## src/rtl/gfx_read_path.sv

```systemverilog
module gfx_read_path #(
  parameter int W  = 8,
  parameter int NP = 4
) (
  input  logic            clk,
  input  logic            rst_n,
  input  logic            port_wr,
  input  logic            port_sel,
  input  logic [7:0]      port_din,
  input  logic            rd_stb,
  input  logic [NP*W-1:0] plane_d,
  output logic [W-1:0]    rd_data,
  output logic [NP*W-1:0] latch_q
);
  localparam int SW = $clog2(NP);

  logic [3:0]    idx;
  logic          rmode;
  logic [SW-1:0] psel;
  logic [NP-1:0] cmp_col;
  logic [NP-1:0] cmp_en;
  logic [W-1:0]  match;
  logic [W-1:0]  sel_byte;

  always_ff @(posedge clk) begin
    if (!rst_n) begin
      idx     <= '0;
      rmode   <= 1'b0;
      psel    <= '0;
      cmp_col <= '0;
      cmp_en  <= '0;
    end else if (port_wr) begin
      if (!port_sel) idx <= port_din[3:0];
      else begin
        case (idx)
          4'd2: cmp_col <= port_din[NP-1:0];
          4'd4: psel    <= port_din[SW-1:0];
          4'd5: rmode   <= port_din[3];
          4'd7: cmp_en  <= port_din[NP-1:0];
          default: ;
        endcase
      end
    end
  end

  for (genvar i = 0; i < W; i++) begin : g_pix
    logic [NP-1:0] col;
    for (genvar p = 0; p < NP; p++) begin : g_pl
      assign col[p] = plane_d[p*W+i];
    end
    assign match[i] = &(~cmp_en | ~(col ^ cmp_col));
  end

  assign sel_byte = plane_d[psel*W +: W];

  always_ff @(posedge clk) begin
    if (!rst_n) begin
      rd_data <= '0;
      latch_q <= '0;
    end else if (rd_stb) begin
      rd_data <= rmode ? match : sel_byte;
      latch_q <= plane_d;
    end
  end

  AST_HOLD_IDLE: assert property (@(posedge clk) disable iff (!rst_n)
    !rd_stb |=> $stable(rd_data) && $stable(latch_q));
  AST_LATCH_LOAD: assert property (@(posedge clk) disable iff (!rst_n)
    rd_stb |=> latch_q == $past(plane_d));
  AST_ALL_IGNORED: assert property (@(posedge clk) disable iff (!rst_n)
    rd_stb && rmode && cmp_en == '0 |=> rd_data == '1);
  AST_PLANE_PICK: assert property (@(posedge clk) disable iff (!rst_n)
    rd_stb && !rmode |=> rd_data == $past(plane_d[psel*W +: W]));
  AST_UNMAPPED_IDX: assert property (@(posedge clk) disable iff (!rst_n)
    port_wr && port_sel && idx == 4'd0 |=> $stable(cmp_col) && $stable(cmp_en) && $stable(psel) && $stable(rmode));
endmodule

```

## config.mk

```make
export PLATFORM = sky130hd
export DESIGN_NAME = gfx_read_path
export DESIGN_NICKNAME = d
export VERILOG_FILES = /design/src/rtl/gfx_read_path.sv
export SDC_FILE = /design/constraint.sdc
export NUM_CORES = 1
export LEC_CHECK = 0
export CAP_MARGIN = 10
export CORE_MARGIN = 4
export CORE_UTILIZATION = 55
export CTS_CLUSTER_SIZE = 28
export DETAILED_ROUTE_END_ITERATION = 10
export DONT_BUFFER_PORTS = 1
export GPL_ROUTABILITY_DRIVEN = 0
export PLACE_DENSITY = 0.85
export SLEW_MARGIN = 20
export SYNTH_ARGS = -nofsm -noshare
export SYNTH_HDL_FRONTEND = slang
export SYNTH_SLANG_ARGS = --single-unit
```

## constraint.sdc

```tcl
create_clock -name clk -period 1.3 [get_ports clk]
set_input_delay 0.325 -clock clk [delete_from_list [all_inputs] [get_ports clk]]
set_output_delay 0.325 -clock clk [all_outputs]
set_load 0.005 [all_outputs]
```

* Yosys cells after proc, flatten, opt, wreduce, memory -nomap -nowiden
Index checks and enable logic that the tools add are counted.
** Storage, ports and cells
- Flip-flop bits (word level) :: 55
- Latch bits :: 0
- RAM bits :: 0
- ROM bits :: 0
- Input port bits :: 45
- Output and inout bits :: 40
- Word-level logic and storage cells :: 52
- Memories kept :: 0
** Cells by class
- Add/subtract/negate cells :: 0
- $mul :: 0
- Divide/modulo/power cells :: 0
- Magnitude comparators :: 0
- Eq/ne operators :: 4
- Shifts and indexed selects :: 1
- Muxes and demuxes :: 1
- Bitwise gates (word level) :: 26
- Reductions and logical operators :: 13
** Operator list (count)
- NOT 4 bit :: 9
- OR 4 bit :: 8
- AND reduction 4 bit :: 8
- variable part select 32 x 6 -> 8 bit :: 1
- XOR 4 bit :: 8
- == test 4 x 3 -> 1 bit (second input constant) :: 3
- AND reduction 3 bit :: 4
- 2-to-1 mux 8 bit :: 1
- == test 4 x 2 -> 1 bit (second input constant) :: 1
- AND reduction 2 bit :: 1
- NOT 1 bit :: 1

* Depth between registers and ports, before layout
- Depth after elaboration :: 5
- Mapped depth :: 5
- Depth with buffers taken out :: 3

* Worst setup path after synthesis
OpenSTA, ideal clock, no wires.
- Path type :: reg2reg
- Start point :: register psel[0]
- End point :: register rd_data[3]
- Library setup time :: 0.114 ns
- Arrival time :: 1.278 ns
- Required time :: 1.186 ns
- Setup slack :: -0.092 ns
- Stages on the path, launching flop included :: 5
- Buffers on the path :: 1
- Period minus slack after synthesis :: 1.392 ns
- Cells stage by stage :: dfxtp_1 > buf_6 > mux4_2 > a32o_1 > a21o_1
** Between the ends
- Cells in the longest elaborated chain, start to end :: 2
** Ends and longest elaborated chain
- from (decl) :: RTL line 19 : logic [SW-1:0] psel;
- from (signal assigned) :: RTL line 37 : 4'd4: psel <= port_din[SW-1:0];
- variable part select 32 x 6 -> 8 bit :: RTL line 54 : assign sel_byte = plane_d[psel*W +: W];
- 2-to-1 mux 8 bit :: RTL line 61 : rd_data <= rmode ? match : sel_byte;
- to (signal assigned) :: RTL line 61
- to (decl) :: RTL line 12 : output logic [W-1:0] rd_data,
No other way between the ends.
A chain may end at the register's enable or synchronous reset.

* Final worst setup path
Same ends and word-level chain as after synthesis.

==> results.py <==
metrics = {
    "global_route": {
        "grtUsageTotal": 0.214,
        "number_of_global_route_vias_before_repair": 2092,
        "grt_first_pass_wirelength_um": 10300,
        "antenna_found_initial": 0,
        "remaining_global_route_overflow": 0,
        "grt_start_max_net_pins": 40,
    },
    "yosys": {
        "synthTopCellsByCount": "dfxtp_1, nor2_1, mux2i_1, xor2_1, a21oi_1",
        "synth.net_count": 316,
        "syn-instance-count": 271,
        "async_reset_ff_frac": 0,
        "yosys_most_used_dff": "dfxtp_1",
        "edff_count_synth": 0,
        "seq_area_frac_synth": 0.406,
        "synthesis.yosys.warnings": 0,
        "synth_area_leaders": "dfxtp_1, mux2i_1, xor2_1, mux4_2, nor2_1",
        "synth.ff_latch_count": 55,
        "syn-cell-area_um2": 2710,
        "synth_top_cell_by_area": "dfxtp_1",
        "synthDominantCellAreaShare": 0.406,
        "number_of_distinct_library_cells_after_synthesis": 26,
        "yosys.cell_count.top_type": "dfxtp_1",
        "synthesis.area_per_instance_um2": 10.0,
    },
    "clocking": {
        "numCtsBuffers": 5,
        "cts-htree-levels": 2,
        "cts_buffer_depth": 2,
        "cts_root_buffer": "clkbuf_8",
        "holdBufCountCts": 0,
        "cts_sink_cnt": 55,
        "path_clk_slew_ns": 0.10,
        "worst_skew_pair.late_latency_ns": 0.31,
        "cts_setup_buffers": 0,
        "clock_tree_from_tritoncts": "built",
    },
    "floorplan": {
        "start_util": 0.570,
        "die_height_um": 78.2,
        "core_region_area_um2": 4750,
        "chipWidth_um": 78.2,
        "die_area_um2": 6110,
        "i_o_pin_count": 85,
        "placement_rows": 25,
    },
    "worst_setup_path": {
        "worst-setup-path-type": "reg2reg",
        "setup.worst_path.start_class": "flop",
        "cp.required_ns": 1.52,
        "cp_arrival_ns": 1.63,
        "setup.worst_path.start": "psel[0]$_SDFFE_PN0P_",
        "cp_max_fo": 7,
        "worstReg2RegEnd": "rd_data[3]$_SDFFE_PN0P_",
        "number_of_cell_instances_on_the_worst_register_to_register_path": 3,
        "worstReg2RegStart": "psel[0]$_SDFFE_PN0P_",
        "crit_path_end_kind": "flop",
        "worst-r2r-setup-slack_ns": -0.11,
        "setup.worst_path.end": "rd_data[3]$_SDFFE_PN0P_",
    },
    "power_and_ir_drop": {
        "worst_ir_drop_vdd_mv": 0.477,
        "power.total_mw": 3.01,
        "p_per_area_nw_per_um2": 1050,
        "leakage_nw": 1.27,
    },
    "sta": {
        "finalCriticalPeriod_ns": 1.41,
        "fmax_mhz": 709,
        "tightestPinTransition_ns": 0.411,
        "period_utilization": 1.08,
        "maxSlewViolCount": 0,
        "grt_setup_unrepaired": "yes",
        "slew_headroom": 0.725,
        "setup_ws_ns": -0.109,
        "hold_viol_final": 0,
        "worst_clock_skew_ns": 0.00952,
        "final-setup-viol-count": 8,
        "holdWs_ns": 0.156,
    },
    "final_layout": {
        "synthesis_to_layout_area_growth_pct": 5.86,
        "finish.instance_area_um2": 2870,
        "antennaDiodeCount": 0,
        "nNetsFinal": 310,
        "drive_gt1_frac": 0.113,
        "instances_no_fill": 333,
    },
    "placement": {
        "detailed_place_hpwl_um": 4740,
        "detailed_place.area_um2": 2780,
        "buffers_on_ports": 0,
        "place_worst_setup_slack_ns": -0.193,
        "place_inst": 325,
    },
    "detailed_routing": {
        "antenna_left": 0,
        "detailroute.via_count": 2056,
        "finalWirelength_um": 6540,
        "post_drt_via_cell_ratio": 6.17,
        "route.detailed.wl_per_inst_um": 19.6,
        "drc_violation_count_after_routing": 0,
        "count_of_tritonroute_iterations_in_the_first_routing_pass": 5,
        "1st_iter_drt_viols": 208,
    },
    "status": {
        "failing_checks": "setup timing",
        "status": "finished, violations left",
    },
    "min_path": {
        "min-delay-path-class": "in2reg",
    },
    "run": {
        "cap_viol_max_count": 0,
    },
}
per-layer routing:
metal,wire [um],up-vias,global-route usage
met2,3270,102,0.369
met5,0,-,0
met3,632,17,0.0665
met1,2440,973,0.241
met4,192,0,0.101
li1,-,964,-
kinds of logic after synthesis:
logic type             after synthesis  synth area share
multiplexers                        44             0.199
flip-flops                          55             0.406
AO/OA/AOI/OAI                       54             0.139
AND/OR/NAND/NOR                     59             0.105
buffers and inverters               27            0.0476
XOR/XNOR                            32             0.103
registers in the layout, indices dropped and copies added (netlist names):
register and cells:
latch_q 32, rd_data 8, cmp_col 4, cmp_en 4, idx 4, psel 2, rmode 1
critical path, cell delays in order (launching register included):
cell and delay, ns:
dfxtp_4 0.44, mux4_2 0.52, a32o_1 0.21, a21o_1 0.15
how the worst min path moves through the flow:
stage                                 start                       end  slack [ns]  cells after the start
finish                          port_din[1]      psel[1]$_SDFFE_PN0P_        0.16                      2
CTS                             port_din[0]      psel[0]$_SDFFE_PN0P_        0.15                      2
global route                    plane_d[23]  latch_q[23]$_SDFFE_PN0P_        0.15                      2
detailed placement              port_din[0]      psel[0]$_SDFFE_PN0P_        0.48                      2
floorplan                rmode$_SDFFE_PN0P_        rmode$_SDFFE_PN0P_        0.46                      2
global placement    cmp_col[2]$_SDFFE_PN0P_   cmp_col[2]$_SDFFE_PN0P_        0.47                      2
where the power goes:
group,switching [mW],total [mW],internal (mW)
Combinational,0.116,0.272,0.156
Clock,0.528,0.908,0.380
Sequential,0.0699,1.83,1.76
layout make-up:
class | count | area (um2)
flip-flops and latches | 55 | 1110
clock buffers | 7 | 76.3
inverters | 2 | 7.51
repair buffers | 12 | 103
clock inverters | 1 | 5.00
fillers | 411 | 1890
well taps | 67 | 83.8
multi-input cells | 189 | 1490
repair_timing:
action                     CTS  global route
pin swaps                    0             0
gates resized for setup      2             5
setup endpoints to repair    8            12
per-stage QoR:
step                setup TNS (ns)  utilization
floorplan                   -0.568            -
global placement            -0.872        0.584
detailed placement           -1.19        0.584
CTS                         -0.714        0.602
global route                 -1.08        0.603
finish                      -0.646        0.603
placed cells by master, fill, tap and decap left out:
master	netlist	final
a222oi_1	8	8
mux2i_1	36	36
and4b_1	1	1
o21ai_0	9	5
clkbuf_1	6	2
nand4b_1	2	2
nor3b_2	0	1
dfxtp_4	0	2
mux4_2	8	8
a21o_1	8	8
clkbuf_8	0	5
o31ai_1	2	2
nand2_1	1	1
dfxtp_1	55	53
nor2_1	37	37
a32o_1	8	8
and3b_1	2	2
xor2_1	32	32
clkinv_2	0	1
buf_4	0	11
or3b_2	1	1
nand4_1	4	4
a21oi_1	19	19
nand2b_1	2	2
o21ai_1	0	4
nand3b_1	1	1
nand3_1	7	7
buf_12	0	1
inv_1	2	2
Note: power is estimated with default switching activity, not from simulation.
